`src/rtl/cfgc_pkg.sv`:
```
package cfgc_pkg;

  // Caching mode: bit 0 admits data accesses, bit 1 admits instruction fetches
  typedef enum logic [1:0] {
    CM_OFF   = 2'b00,
    CM_DATA  = 2'b01,
    CM_INSTR = 2'b10,
    CM_BOTH  = 2'b11
  } cmode_e;

  // Sequencer states
  typedef enum logic [1:0] {
    S_IDLE = 2'b00,
    S_FILL = 2'b01,
    S_RD   = 2'b10,
    S_WR   = 2'b11
  } cstate_e;

endpackage

```
`src/rtl/cfgc_tag_store.sv`:
```
module cfgc_tag_store #(
  parameter int LINES = 16,
  parameter int TAG_W = 28,
  localparam int IDX_W = $clog2(LINES)
) (
  input  logic             clk,
  input  logic             rst_n,
  input  logic [TAG_W-1:0] lk_tag,
  output logic             hit,
  output logic [IDX_W-1:0] hit_idx,
  output logic             vic_ok,
  output logic [IDX_W-1:0] vic_idx,
  input  logic             inval,
  input  logic             alloc_en,
  input  logic [IDX_W-1:0] alloc_idx,
  input  logic [TAG_W-1:0] alloc_tag,
  input  logic             lock_en,
  input  logic [IDX_W-1:0] lock_idx
);

  logic [LINES-1:0] valid_q, valid_d;
  logic [LINES-1:0] lock_q, lock_d;
  logic [IDX_W-1:0] ptr_q, ptr_d;
  logic [TAG_W-1:0] tag_q [LINES];
  logic [LINES-1:0] match;
  logic [IDX_W-1:0] cand;

  // One comparator per line
  for (genvar g = 0; g < LINES; g++) begin : g_cmp
    assign match[g] = valid_q[g] && (tag_q[g] == lk_tag);
  end

  always_comb begin
    hit     = |match;
    hit_idx = '0;
    for (int i = 0; i < LINES; i++) begin
      if (match[i]) hit_idx = IDX_W'(i);
    end
  end

  // First unlocked line at or after the pointer, with wrap-around
  always_comb begin
    vic_ok  = 1'b0;
    vic_idx = ptr_q;
    cand    = '0;
    for (int k = LINES - 1; k >= 0; k--) begin
      cand = ptr_q + IDX_W'(k);
      if (!lock_q[cand]) begin
        vic_ok  = 1'b1;
        vic_idx = cand;
      end
    end
  end

  always_comb begin
    valid_d = valid_q;
    lock_d  = lock_q;
    ptr_d   = ptr_q;
    if (alloc_en) begin
      valid_d[alloc_idx] = 1'b1;
      ptr_d              = alloc_idx + IDX_W'(1);
    end
    if (lock_en) lock_d[lock_idx] = 1'b1;
    if (inval) begin
      valid_d = '0;
      lock_d  = '0;
    end
  end

  always_ff @(posedge clk or negedge rst_n) begin
    if (!rst_n) begin
      valid_q <= '0;
      lock_q  <= '0;
      ptr_q   <= '0;
    end else begin
      valid_q <= valid_d;
      lock_q  <= lock_d;
      ptr_q   <= ptr_d;
    end
  end

  // Tag array: written only on allocation, no reset needed
  always_ff @(posedge clk) begin
    if (alloc_en) tag_q[alloc_idx] <= alloc_tag;
  end

endmodule

```
`src/rtl/cfgc_data_store.sv`:
```
module cfgc_data_store #(
  parameter int LINES  = 16,
  parameter int WPL    = 4,
  parameter int DATA_W = 32,
  localparam int IDX_W  = $clog2(LINES),
  localparam int WORD_W = $clog2(WPL),
  localparam int DEPTH  = LINES * WPL
) (
  input  logic              clk,
  input  logic              we,
  input  logic [IDX_W-1:0]  w_line,
  input  logic [WORD_W-1:0] w_word,
  input  logic [DATA_W-1:0] w_data,
  input  logic [IDX_W-1:0]  r_line,
  input  logic [WORD_W-1:0] r_word,
  output logic [DATA_W-1:0] r_data
);

  logic [DATA_W-1:0] mem_q [DEPTH];

  always_ff @(posedge clk) begin
    if (we) mem_q[{w_line, w_word}] <= w_data;
  end

  assign r_data = mem_q[{r_line, r_word}];

endmodule

```
`src/rtl/cfg_wt_cache.sv`:
```
module cfg_wt_cache
  import cfgc_pkg::*;
#(
  parameter int ADDR_W     = 32,
  parameter int DATA_W     = 32,
  parameter int LINES      = 16,
  parameter int LINE_BYTES = 16,
  localparam int BYTE_W = $clog2(DATA_W / 8),
  localparam int WPL    = LINE_BYTES / (DATA_W / 8),
  localparam int WORD_W = $clog2(WPL),
  localparam int IDX_W  = $clog2(LINES),
  localparam int TAG_W  = ADDR_W - WORD_W - BYTE_W
) (
  input  logic              clk,
  input  logic              rst_n,
  input  logic [1:0]        cfg_mode,
  input  logic              inval_all,
  input  logic              cpu_req,
  input  logic              cpu_we,
  input  logic              cpu_is_instr,
  input  logic              cpu_uncached,
  input  logic              cpu_lock,
  input  logic [ADDR_W-1:0] cpu_addr,
  input  logic [DATA_W-1:0] cpu_wdata,
  output logic              cpu_ack,
  output logic [DATA_W-1:0] cpu_rdata,
  output logic              bus_req,
  output logic              bus_we,
  output logic [ADDR_W-1:0] bus_addr,
  output logic [DATA_W-1:0] bus_wdata,
  input  logic              bus_ack,
  input  logic [DATA_W-1:0] bus_rdata
);

  cstate_e           st_q, st_d;
  logic [WORD_W-1:0] cnt_q, cnt_d;
  logic [IDX_W-1:0]  vic_q, vic_d;

  logic [TAG_W-1:0]  req_tag;
  logic [WORD_W-1:0] req_word;
  logic              class_en, takes_part, cached_hit;
  logic              tg_hit, tg_vic_ok;
  logic [IDX_W-1:0]  tg_hit_idx, tg_vic_idx;
  logic              alloc_en, lock_en;
  logic              ram_we;
  logic [IDX_W-1:0]  ram_line;
  logic [WORD_W-1:0] ram_word;
  logic [DATA_W-1:0] ram_wdata, rd_data;

  assign req_tag    = cpu_addr[ADDR_W-1 -: TAG_W];
  assign req_word   = cpu_addr[BYTE_W +: WORD_W];
  assign class_en   = cpu_is_instr ? cfg_mode[1] : cfg_mode[0];
  assign takes_part = class_en && !cpu_uncached;
  assign cached_hit = takes_part && tg_hit;

  cfgc_tag_store #(.LINES(LINES), .TAG_W(TAG_W)) u_tags (
    .clk       (clk),
    .rst_n     (rst_n),
    .lk_tag    (req_tag),
    .hit       (tg_hit),
    .hit_idx   (tg_hit_idx),
    .vic_ok    (tg_vic_ok),
    .vic_idx   (tg_vic_idx),
    .inval     (inval_all),
    .alloc_en  (alloc_en),
    .alloc_idx (vic_q),
    .alloc_tag (req_tag),
    .lock_en   (lock_en),
    .lock_idx  (tg_hit_idx)
  );

  cfgc_data_store #(.LINES(LINES), .WPL(WPL), .DATA_W(DATA_W)) u_data (
    .clk    (clk),
    .we     (ram_we),
    .w_line (ram_line),
    .w_word (ram_word),
    .w_data (ram_wdata),
    .r_line (tg_hit_idx),
    .r_word (req_word),
    .r_data (rd_data)
  );

  // Next-state and output logic
  always_comb begin
    st_d      = st_q;
    cnt_d     = cnt_q;
    vic_d     = vic_q;
    cpu_ack   = 1'b0;
    cpu_rdata = rd_data;
    bus_req   = 1'b0;
    bus_we    = 1'b0;
    bus_addr  = cpu_addr;
    bus_wdata = cpu_wdata;
    ram_we    = 1'b0;
    ram_line  = tg_hit_idx;
    ram_word  = req_word;
    ram_wdata = cpu_wdata;
    alloc_en  = 1'b0;
    lock_en   = 1'b0;
    unique case (st_q)
      S_IDLE: begin
        if (cpu_req) begin
          if (!cpu_we) begin
            if (cached_hit) begin
              cpu_ack = 1'b1;
              lock_en = cpu_lock;
            end else if (takes_part && tg_vic_ok) begin
              st_d  = S_FILL;
              cnt_d = '0;
              vic_d = tg_vic_idx;
            end else begin
              st_d = S_RD;
            end
          end else begin
            ram_we = cached_hit;
            st_d   = S_WR;
          end
        end
      end
      S_FILL: begin
        bus_req   = 1'b1;
        bus_addr  = {req_tag, cnt_q, {BYTE_W{1'b0}}};
        ram_line  = vic_q;
        ram_word  = cnt_q;
        ram_wdata = bus_rdata;
        if (bus_ack) begin
          ram_we = 1'b1;
          cnt_d  = cnt_q + WORD_W'(1);
          if (cnt_q == WORD_W'(WPL - 1)) begin
            alloc_en = 1'b1;
            st_d     = S_IDLE;
          end
        end
      end
      S_RD: begin
        bus_req = 1'b1;
        if (bus_ack) begin
          cpu_ack   = 1'b1;
          cpu_rdata = bus_rdata;
          st_d      = S_IDLE;
        end
      end
      S_WR: begin
        bus_req = 1'b1;
        bus_we  = 1'b1;
        if (bus_ack) begin
          cpu_ack = 1'b1;
          st_d    = S_IDLE;
        end
      end
      default: st_d = S_IDLE;
    endcase
  end

  always_ff @(posedge clk or negedge rst_n) begin
    if (!rst_n) begin
      st_q  <= S_IDLE;
      cnt_q <= '0;
      vic_q <= '0;
    end else begin
      st_q  <= st_d;
      cnt_q <= cnt_d;
      vic_q <= vic_d;
    end
  end

endmodule

```
`config.mk`:
```
export PLATFORM = sky130hd
export DESIGN_NAME = cfg_wt_cache
export DESIGN_NICKNAME = d
export VERILOG_FILES = /design/src/rtl/cfgc_pkg.sv /design/src/rtl/cfgc_tag_store.sv /design/src/rtl/cfgc_data_store.sv /design/src/rtl/cfg_wt_cache.sv
export SDC_FILE = /design/constraint.sdc
export NUM_CORES = 2
export LEC_CHECK = 0
export CAP_MARGIN = 15
export CORE_AREA = 2 2 430 432
export DETAILED_ROUTE_END_ITERATION = 16
export DIE_AREA = 0 0 432 434
export PLACE_DENSITY = 0.76
export SETUP_SLACK_MARGIN = 0.02
export SYNTH_ARGS = -nofsm -noshare
export SYNTH_HDL_FRONTEND = slang
export SYNTH_HIERARCHICAL = 1
export SYNTH_SLANG_ARGS = --single-unit
```
`constraint.sdc`:
```
create_clock -name clk -period 7.8 [get_ports clk]
set_input_delay 1.95 -clock clk [delete_from_list [all_inputs] [get_ports clk]]
set_output_delay 1.95 -clock clk [all_outputs]
set_load 0.005 [all_outputs]
```
==> Implementation_results.wiki <==
{| class="wikitable"
! Metric !! Value
|-
| Result of the run || finished with violations
|-
| Failing checks || negative setup slack
|-
| Post-synthesis register bit count || ~2500
|-
| R2R depth || 22
|-
| Total power || between 30000 and 40000 µW
|-
| Area of combinational cells with multiple inputs || around 0.026 mm²
|-
| Largest net degree at the start of global routing || 65
|-
| Ratio of cells with drive above 1 in the final layout || 0.335
|-
| Master of the slowest instance on the critical path || sky130_fd_sc_hd__mux4_2
|-
| Post-route minimum period || ~8.6 ns
|-
| Final weighted congestion in routability-driven placement || 0.869
|-
| Via count of the first global-routing pass || 56600
|-
| Type of element capturing the critical path || output port
|-
| Standard cell area after detailed placement || approximately 0.11 mm²
|-
| Async set-reset flop share out of synthesis || 0.0173
|-
| Hold crit path type || flip-flop to flip-flop
|-
| Final Non-Filler Cells || about 8500
|-
| Data arrival time of the critical path || approximately 6.6 ns
|-
| Cell count after synthesis || 5080
|-
| Classification of the worst setup path || primary input to output port
|-
| Final-report setup violation count || 32
|-
| Setup repair after global routing missed its margin || true
|-
| Synth-to-layout area growth || 20.7%
|-
| Family of cells with the greatest summed delay on the critical path || buffers and inverters
|-
| Area taken by flip-flops and latches || approximately 0.076 mm²
|-
| DR vias || approximately 56000
|-
| Vias/cell || 6.56
|-
| Detailed router's first-iteration violation count || roughly 8000
|-
| Die footprint || between 0.15 and 0.2 mm²
|-
| Post-route DRC || 0
|-
| Total global routing track utilization || 0.301
|-
| CTS tree || built
|-
| Wire length reported by the detailed router || approximately 280 mm
|-
| Most common library cell in the layout ignoring fill and taps || sky130_fd_sc_hd__edfxtp_1
|-
| Highest-count cells in the layout ignoring fill and taps || sky130_fd_sc_hd__edfxtp_1, sky130_fd_sc_hd__mux4_2, sky130_fd_sc_hd__buf_4
|-
| Inserted Clock Buffers || about 240
|-
| Max frequency || approximately 0.12 GHz
|-
| First-pass GRT wire length || 402 mm
|-
| Worst clock skew || approximately 0.11 ns
|-
| Clock slew at the register clock pins of the worst setup and hold paths || 0.06 ns
|-
| Final-report hold violation count || 0
|-
| Beginning of the worst hold path || u_tags/valid_q[11]
|-
| WHS Path Cells || 2
|-
| Hold Path End || u_tags/valid_q[11]
|-
| Count of fill cells added during filler insertion || 10800
|-
| Overall die width || between 400 and 500 µm
|-
| Clock network latency to the later pin of the worst-skew pair || roughly 0.91 ns
|-
| Max H-tree Level || 4
|-
| Count of final max-slew check failures || 0
|-
| Initial standard-cell utilization of the core || 0.559
|-
| Synth Cell Area || 0.102 mm²
|-
| Number of buffers inserted by port buffering || 205
|-
| Largest driver fanout on the critical path || 11
|-
| Slew headroom || 0.314
|-
| Number of enable flip-flop cells after synthesis || roughly 2500
|-
| Net count after synthesis || between 5000 and 6000
|-
| CP Cell Sequence || buf_4 -> buf_12 -> xor2_1 -> nor4_2 -> nand3_1 -> nor3_2 -> nand4_1 -> a21bo_4 -> a21boi_2 -> o21ai_2 -> a21boi_2 -> o221ai_4 -> buf_12 -> buf_16 -> buf_6 -> mux4_2 -> o22ai_2 -> buf_4 -> nor2_1 -> buf_4 -> mux2_2 -> clkdlybuf4s50_1
|-
| Library cells used by synthesis || 81
|-
| Pwr dens || between 200 and 300 mW/mm²
|-
| Peak VDD IR || between 0.0002 and 0.0003 V
|-
| Num rows || between 150 and 200
|-
| Peak per-stage delay on the critical path || around 0.59 ns
|-
| Grt total ovfl || 0
|-
| Worst hold-check slack || roughly 0.5 ns
|-
| Number of cells after detailed placement || around 8000
|-
| Half-perimeter wire length after placement || 162 mm
|-
| Cell mode on critical path || sky130_fd_sc_hd__buf_4
|-
| Max Buffers Root-to-Sink || 3
|-
| R2R Path Start || u_tags/tag_q[10][12]
|-
| Clock root buffer || sky130_fd_sc_hd__clkbuf_16
|-
| Area inside the core boundary || around 0.18 mm²
|-
| Final instance area || between 0.1 and 0.15 mm²
|-
| Critical Path Source Type || primary input
|-
| Most common flop cell mapped by yosys || sky130_fd_sc_hd__edfxtp_1
|-
| Iteration count of the initial detailed-routing pass || 5
|-
| Slew of the pin with the lowest slew margin || ~1.0 ns
|-
| Capturing point of the worst reg2reg path || u_data/mem_q[14][25]
|-
| Worst Setup Slack, final || -0.784 ns
|-
| Synthesized area divided by synthesized cell count || between 20 and 25 µm²
|-
| Number of max-cap violations || 0
|-
| Critical path buffers and inverters || 8
|-
| Required arrival time at the worst endpoint || approximately 6 ns
|-
| Count of nets after finishing || approximately 6000
|-
| Number of warnings printed during yosys synthesis || 6
|-
| Final clock period utilization by the worst path || 1.10
|-
| Setup slack on the worst flop-to-flop path || about 2.6 ns
|-
| Remaining antenna violation count || 0
|-
| Die Span Y || 434 µm
|-
| Count of clock tree sinks || roughly 2500
|-
| Routed len/inst || roughly 33 µm
|-
| Register area share after synthesis || 0.745
|-
| Leakage || about 0.040 µW
|-
| DP Worst Slack || -1.43 ns
|-
| Number of antenna violations at the first check in global routing || 7
|-
| Number of top-level design ports || 206
|}
==> Yosys cell counts (22+ instances only) <==
cell type	number	area (µm²)
sky130_fd_sc_hd__nand4_1	74	463
sky130_fd_sc_hd__edfxtp_1	2496	75000
sky130_fd_sc_hd__buf_1	30	113
sky130_fd_sc_hd__o22ai_1	94	588
sky130_fd_sc_hd__nand2b_1	22	138
sky130_fd_sc_hd__dfrtp_1	44	1100
sky130_fd_sc_hd__o21ai_0	26	130
sky130_fd_sc_hd__mux4_2	564	12700
sky130_fd_sc_hd__nor2_1	242	908
sky130_fd_sc_hd__mux2_2	76	856
sky130_fd_sc_hd__xor2_1	219	1920
sky130_fd_sc_hd__nor4_1	66	413
sky130_fd_sc_hd__o221ai_1	31	272
sky130_fd_sc_hd__buf_4	86	646
sky130_fd_sc_hd__mux2i_1	111	1110
sky130_fd_sc_hd__nand3_1	22	110
sky130_fd_sc_hd__nor3_1	28	140
sky130_fd_sc_hd__nor2b_1	27	169
sky130_fd_sc_hd__xnor2_1	232	2030
sky130_fd_sc_hd__a21oi_1	103	515
sky130_fd_sc_hd__nand2_1	84	315
sky130_fd_sc_hd__buf_2	93	465
sky130_fd_sc_hd__clkbuf_1	116	435
==> flip-flops by register name, summed over array words and instances (netlist names) <==
signal          count
u_tags/tag_q      448
vic_q               4
st_q                2
u_tags/lock_q      16
u_tags/valid_q     16
u_tags/ptr_q        4
u_data/mem_q     2048
cnt_q               2
==> report_power, final <==
group | switching (µW) | internal [µW] | leakage (µW)
Sequential | 161 | 16000 | 0.0230
Clock | 5160 | 6980 | 0.00401
Combinational | 2990 | 1390 | 0.0129
==> per-layer routing <==
metal / vias up / global-route usage / routed length (µm)
li1: 22300 / - / -
met1: 29000 / 0.403 / 99500
met2: 3852 / 0.476 / 136000
met3: 593 / 0.0650 / 31900
met4: 0 / 0.140 / 14000
met5: - / 0 / 0
==> how the worst max path moves through the flow <==
stage	startpoint	endpoint	slack (ns)	cells past startpoint
after floorplan	cpu_addr[6]	cpu_rdata[17]	0.08	19
after global placement	cpu_addr[14]	cpu_rdata[17]	-1.34	22
after detailed placement	cpu_addr[22]	cpu_rdata[17]	-1.43	22
after CTS	cpu_addr[26]	cpu_rdata[14]	-0.67	31
after global routing	cpu_addr[9]	cpu_rdata[26]	-0.93	24
final	cpu_addr[9]	cpu_rdata[1]	-0.78	22
==> cells by family after synthesis <==
kind of cell	Yosys count	share of synthesized area
flops	2540	0.745
mux	756	0.144
simple gates	626	0.0304
xor+xnor	454	0.0392
buf+inv	355	0.0180
compound gates	337	0.0215
fa+ha+maj	12	0.00147
==> metrics by stage <==
step	util	TNS, ns
after CTS	0.673	-14.73
after floorplan	-	0
after global routing	0.675	-21.31
final	0.675	-18.15
after global placement	0.618	-34.89
after detailed placement	0.618	-35.05
==> area by class of cell <==
class / count / share of cell area
multi-input combinational: 2185 / 0.210
timing repair buffer: 921 / 0.0812
inverter: 21 / 0.000640
clock buffer: 282 / 0.0501
sequential: 2540 / 0.617
antenna: 5 / 0.000102
tap: 2385 / 0.0242
clock inverter: 167 / 0.0168
==> repair_timing <==
item	in CTS	in global routing
pin swaps	48	16
hold buffers	0	0
resized for setup	304	71
cloned	8	0
endpoints found under the setup margin	33	33
buffers inserted	58	3
==> worst register-to-register path, stage by stage, from the launching register on <==
cell,delay [ns]
sky130_fd_sc_hd__edfxtp_1,0.41
sky130_fd_sc_hd__xor2_1,0.18
sky130_fd_sc_hd__nor4_1,0.35
sky130_fd_sc_hd__nand4_1,0.19
sky130_fd_sc_hd__nor4_2,0.19
sky130_fd_sc_hd__buf_4,0.16
sky130_fd_sc_hd__o2111ai_2,0.14
sky130_fd_sc_hd__buf_4,0.19
sky130_fd_sc_hd__nand2_1,0.08
sky130_fd_sc_hd__or3_4,0.15
sky130_fd_sc_hd__buf_12,0.11
sky130_fd_sc_hd__buf_4,0.17
sky130_fd_sc_hd__nand2b_2,0.19
sky130_fd_sc_hd__nand3b_1,0.11
sky130_fd_sc_hd__buf_4,0.14
sky130_fd_sc_hd__or4b_1,0.46
sky130_fd_sc_hd__a21oi_1,0.19
sky130_fd_sc_hd__buf_4,0.22
sky130_fd_sc_hd__nor2b_1,0.31
sky130_fd_sc_hd__nand3_1,0.19
sky130_fd_sc_hd__buf_12,0.22
sky130_fd_sc_hd__nor2_4,0.14
sky130_fd_sc_hd__buf_12,0.30
Note: power is estimated with default switching activity, not from simulation.
